$ cat src/rtl/sinc3_decim.sv
module sinc3_decim #(
  parameter int CODE_W   = 11,
  parameter int CODE_MIN = 10,
  parameter int R_UNIT   = 512,
  parameter int OUT_W    = 24
) (
  input  logic              clk,
  input  logic              rst_n,
  input  logic              ce_i,
  input  logic              bit_i,
  input  logic [CODE_W-1:0] code_i,
  input  logic              restart_i,
  output logic [OUT_W-1:0]  result_o,
  output logic              valid_o
);
  localparam int RMAX  = ((1 << CODE_W) - 1) * R_UNIT;
  localparam int RB    = $clog2(RMAX);
  localparam int ACC_W = 1 + 3 * RB;

  logic [CODE_W-1:0] code_q, eff;
  logic [RB:0]       cnt, last;
  logic [1:0]        settle;
  logic [ACC_W-1:0]  i1, i2, i3, d1, d2, d3;
  logic [ACC_W-1:0]  n1, n2, n3, c1, c2, c3;
  logic              clear, dump;

  assign eff   = (int'(code_q) < CODE_MIN) ? CODE_W'(CODE_MIN) : code_q;
  assign last  = (RB+1)'(int'(eff) * R_UNIT - 1);
  assign clear = restart_i | (code_i != code_q);
  assign dump  = ce_i & ~clear & (cnt == last);

  assign n1 = i1 + ACC_W'(bit_i);
  assign n2 = i2 + n1;
  assign n3 = i3 + n2;
  assign c1 = n3 - d1;
  assign c2 = c1 - d2;
  assign c3 = c2 - d3;

  always_ff @(posedge clk or negedge rst_n) begin
    if (!rst_n) begin
      code_q   <= '0;
      cnt      <= '0;
      settle   <= '0;
      i1       <= '0;
      i2       <= '0;
      i3       <= '0;
      d1       <= '0;
      d2       <= '0;
      d3       <= '0;
      result_o <= '0;
      valid_o  <= 1'b0;
    end else begin
      code_q  <= code_i;
      valid_o <= 1'b0;
      if (clear) begin
        cnt    <= '0;
        settle <= '0;
        i1     <= '0;
        i2     <= '0;
        i3     <= '0;
        d1     <= '0;
        d2     <= '0;
        d3     <= '0;
      end else if (ce_i) begin
        i1 <= n1;
        i2 <= n2;
        i3 <= n3;
        if (dump) begin
          cnt <= '0;
          d1  <= n3;
          d2  <= c1;
          d3  <= c2;
          if (settle == 2'd3) begin
            result_o <= c3[ACC_W-1 -: OUT_W];
            valid_o  <= 1'b1;
          end else begin
            settle <= settle + 2'd1;
          end
        end else begin
          cnt <= cnt + 1'b1;
        end
      end
    end
  end
endmodule

$ cat config.mk
export PLATFORM = sky130hd
export DESIGN_NAME = sinc3_decim
export DESIGN_NICKNAME = d
export VERILOG_FILES = /design/src/rtl/sinc3_decim.sv
export SDC_FILE = /design/constraint.sdc
export NUM_CORES = 1
export LEC_CHECK = 0
export ABC_AREA = 1
export BUFFER_PORTS_ARGS = -buffer_cell sky130_fd_sc_hd__buf_4
export CELL_PAD_IN_SITES_DETAIL_PLACEMENT = 0
export CELL_PAD_IN_SITES_GLOBAL_PLACEMENT = 2
export CORE_MARGIN = 3
export CORE_UTILIZATION = 38
export CTS_CLUSTER_DIAMETER = 50
export DETAILED_ROUTE_END_ITERATION = 6
export GPL_ROUTABILITY_DRIVEN = 1
export PLACE_DENSITY_LB_ADDON = 0.1
export SYNTH_ARGS = -nofsm -noshare
export SYNTH_HDL_FRONTEND = slang
export SYNTH_SLANG_ARGS = --single-unit
$ cat constraint.sdc
create_clock -name clk -period 12.15 [get_ports clk]
set_input_delay 0.6075 -clock clk [delete_from_list [all_inputs] [get_ports clk]]
set_output_delay 0.6075 -clock clk [all_outputs]
set_load 0.03 [all_outputs]
==> results.txt <==
----------------------------------------------------
[Synthesis]
  Most area-consuming cells after synthesis ... sky130_fd_sc_hd__dfrtp_1, sky130_fd_sc_hd__ha_1, sky130_fd_sc_hd__nand2_1, sky130_fd_sc_hd__inv_1, sky130_fd_sc_hd__a21oi_1
  Fraction of synthesized cell area taken by the top area cell type ... 30.4%
  Synth cell types ... 61
  Portion of the post-synthesis area used by sequential elements ... 30.4%
  Count of flip-flops with a built-in enable after synthesis ... 0
  Number of synthesized register bits ... 425
  Most common cell in the synthesized netlist ... sky130_fd_sc_hd__nand2_1
  Mapped cell area ... 0.0350 mm^2
  Warning count from the yosys run ... 0
  Synth Area per Inst ... 7.23 um^2
  Post-synth top area cell ... sky130_fd_sc_hd__dfrtp_1
  Async set-reset flop share out of synthesis ... 100%
  Commonest register cell after synthesis ... sky130_fd_sc_hd__dfrtp_1
  Number of standard cells after synthesis ... 4837
  Most frequent cells after synthesis ... sky130_fd_sc_hd__nand2_1, sky130_fd_sc_hd__inv_1, sky130_fd_sc_hd__nor2_1
  Synth Net Count ... 5169

[Die]
  Core ar. ... 0.0906 mm^2
  Cell row count ... 110
  Die area ... 0.0957 mm^2
  Die width ... 309 um
  Starting Density ... 38.6%
  Ports placed on the boundary ... 41
  Vert. Die Dim ... 309 um

[Layout]
  Total Nets Final ... 5299
  Footprint of the flip-flops and latches ... 0.0106 mm^2
  Layout cell share with drive strength beyond 1 ... 7.10%
  Post-route cell area ... 0.0401 mm^2
  Area of the multi-input gates ... 0.0215 mm^2
  Non-filler instance count after layout ... 6207
  Area grow syn2layout ... 14.6%
  Fillers ... 9567

[Power]
  Overall power after layout ... 0.00387 W
  Static Leakage ... 21.1 nW
  Areal power density over the cells ... 96.6 mW/mm^2
  Peak VDD IR ... 85.5 uV

[Routing]
  Routed length per placed instance ... 18.3 um
  Number of nets still failing antenna checks after routing ... 0
  Drt first pass iters ... 6
  Violation count after the first detailed-route iteration ... 1808
  Detailed-route DRC error count ... 0
  Vias per cell ... 5.19
  Routed via count ... 32224
  Final wirelength ... 114000 um

[Job]
  Max-Cap Viols ... 0

[Setup path]
  Required time at the endpoint of the critical path ... 12.67 ns
  Count of buffer and inverter cells on the critical path ... 5
  Highest cell delay on the worst timing path ... 0.45 ns
  Crit Reg-Reg Endpoint ... result_o[23]
  Cell occurring most often along the worst timing path ... sky130_fd_sc_hd__nand2_1
  FF-to-FF setup slack ... 0.84 ns
  Critical path startpoint category ... register
  Type of the setup path with the least slack ... register to register
  Reg-to-reg startpoint ... i1[0]
  Dominant delay contributor by cell family on the critical path ... compound AO/OA/AOI/OAI gates
  Number of cells on the worst reg-to-reg path ... 59
  Arrival time at the worst endpoint ... 11.82 ns
  Category of the worst setup path capture point ... register
  Crit Path Max Fanout ... 6
  Cell with the largest stage delay on the worst path ... sky130_fd_sc_hd__xor2_1

[CTS]
  Clock buffers created by TritonCTS ... 80
  CTS clk-pin slew, worst paths ... 0.05 ns
  Clock net sink count ... 425
  Cts hold-fix bufs ... 0
  Buffer levels on the longest clock path ... 3
  Maximum level of the CTS H-tree ... 3
  CTS tree ... done
  Worst-skew pair later-pin latency ... 0.65 ns
  Clk Tree Root Cell ... sky130_fd_sc_hd__clkbuf_16

[Min path]
  Min-Delay Path Class ... input pin to asynchronous set/reset pin

[STA]
  Post-Route Setup TNS ... 0 ns
  Max-slew headroom at the worst pin ... 36.1%
  Fraction of the cycle the final worst path needs ... 93.1%
  Max Clock Freq ... 0.0884 GHz
  Largest clock skew in the final design ... 0.0319 ns
  Total count of hold-check failures in the final report ... 3
  Max-slew violation total from the final report ... 0
  Worst hold margin ... -0.0205 ns
  Fin crit period ... 11.31 ns
  Pin slew with the least headroom to its limit ... 0.958 ns
  Final setup viols ... 0

[Placed design]
  Placed cell count ... 6057
  HPWL after detailed placement ... 90600 um
  Cell area after placement ... 0.0371 mm^2
  Count of buffers inserted at the top-level ports ... 40
  RD Place Congestion ... 0.893

[Global route]
  Pin count of the biggest net entering global routing ... 141
  Antenna violations before repair ... 3
  Sum of overflow across all layers after global routing ... 0
  Total routing usage reported by global routing ... 23.8%
  Number of global-route vias before repair ... 32333
  Wire length of the first global-routing pass ... 181000 um

[Run status]
  Violated checks ... hold timing
  Status ... finished, violations left

----------------------------------------------------
==> repair_timing <==
item / 4_1_cts / 5_1_grt
setup buffers: 0 / 4
setup endpoints to repair: 0 / 21
gates resized for setup: 0 / 42
==> stage by stage <==
stage               setup WS, ns  hold slack, ns  utilization, %
global placement          0.0395           0.463            41.0
CTS                        0.210         0.00824            44.0
detailed placement       0.00469           0.474            41.0
floorplan                   2.90           0.312               -
finish                     0.843         -0.0205            44.2
global route             -0.0180          0.0376            44.2
==> layout by cell type, fill, tap and decap left out, types with 7 or more instances in the layout <==
cell                          n
sky130_fd_sc_hd__o21bai_1    20
sky130_fd_sc_hd__ha_1       308
sky130_fd_sc_hd__xnor2_1    105
sky130_fd_sc_hd__nand4_1     38
sky130_fd_sc_hd__clkbuf_1    15
sky130_fd_sc_hd__nor2_2       7
sky130_fd_sc_hd__inv_1      713
sky130_fd_sc_hd__a21o_1      35
sky130_fd_sc_hd__a21boi_0    10
sky130_fd_sc_hd__o211ai_1    19
sky130_fd_sc_hd__o31ai_1     16
sky130_fd_sc_hd__o21ai_1     42
sky130_fd_sc_hd__buf_4      134
sky130_fd_sc_hd__nor2_4      11
sky130_fd_sc_hd__inv_6       11
sky130_fd_sc_hd__xor2_1     213
sky130_fd_sc_hd__a31oi_1     78
sky130_fd_sc_hd__nand2_1    942
sky130_fd_sc_hd__o22ai_1     54
sky130_fd_sc_hd__o21ai_0    375
sky130_fd_sc_hd__nor4_1      24
sky130_fd_sc_hd__a22o_1      84
sky130_fd_sc_hd__clkbuf_16   82
sky130_fd_sc_hd__nand2_2      8
sky130_fd_sc_hd__o221ai_1     9
sky130_fd_sc_hd__clkinv_2    10
sky130_fd_sc_hd__o21a_1      28
sky130_fd_sc_hd__nor3_1      40
sky130_fd_sc_hd__o2111ai_1    8
sky130_fd_sc_hd__inv_2        7
sky130_fd_sc_hd__nand3_1    117
sky130_fd_sc_hd__a211oi_1    22
sky130_fd_sc_hd__nor2_1     462
sky130_fd_sc_hd__bufinv_16   10
sky130_fd_sc_hd__dfrtp_1    425
sky130_fd_sc_hd__a21oi_1    426
==> routing by layer <==
metal	vias up	wire length (um)	GRT usage, %	part of all wire, %
met5	-	50	0	0.044
met3	164	4020	3.48	3.5
li1	16480	-	-	-
met2	512	50700	37.9	45
met1	15060	55700	33.4	49
met4	8	3360	7.21	2.9
==> area by class of cell <==
| class | instances | area share [%] |
|---|---|---|
| multi-input combinational | 3601 | 53.6 |
| antenna | 3 | 0.0187 |
| clock buffer | 103 | 5.47 |
| inverter | 723 | 6.78 |
| tap | 1176 | 3.67 |
| sequential | 425 | 26.6 |
| clock inverter | 40 | 1.32 |
| timing repair buffer | 136 | 2.60 |
==> where the power goes <==
part           internal, W  switching (W)  total, W
registers          0.00142     0.00000241   0.00142
logic            0.0000528       0.000108  0.000161
clock network      0.00149       0.000799   0.00229
==> sequential cells by signal, summed over array words and instances, names as in the netlist, 11 cells and up <==
register / count
d1: 61
d2: 61
d3: 61
i1: 61
i2: 61
i3: 61
result_o: 24
cnt: 21
code_q: 11
==> worst max path at each step <==
| stage | start | endpoint | slack, ns | depth (start not counted) |
|---|---|---|---|---|
| after CTS | i1[0] | result_o[18] | 0.21 | 59 |
| after global routing | i1[0] | result_o[23] | -0.02 | 62 |
| after floorplan | bit_i | result_o[22] | 2.90 | 59 |
| after detailed placement | bit_i | result_o[18] | 0.005 | 60 |
| after global placement | bit_i | result_o[18] | 0.04 | 58 |
| final | i1[0] | result_o[23] | 0.84 | 59 |
==> worst reg2reg max path: cells and delay by family, from the launching register on <==
family	cells	cell delay [ns]
AOI/OAI and AO/OA	19	3.68
xor gates and xnor gates	5	1.55
adders and majority gates	6	2.05
buffers and inverters	5	0.34
DFF	1	0.37
and+or+nand+nor	24	3.20
==> logic make-up after synthesis <==
group / after synthesis / share of synthesized area, %
xor gates and xnor gates: 325 / 8.19
muxes: 1 / 0.0286
DFF: 425 / 30.4
and+or+nand+nor: 1689 / 20.0
adders and majority gates: 316 / 11.4
buffers and inverters: 811 / 8.76
AOI/OAI and AO/OA: 1270 / 21.2
Note: power is estimated with default switching activity, not from simulation.
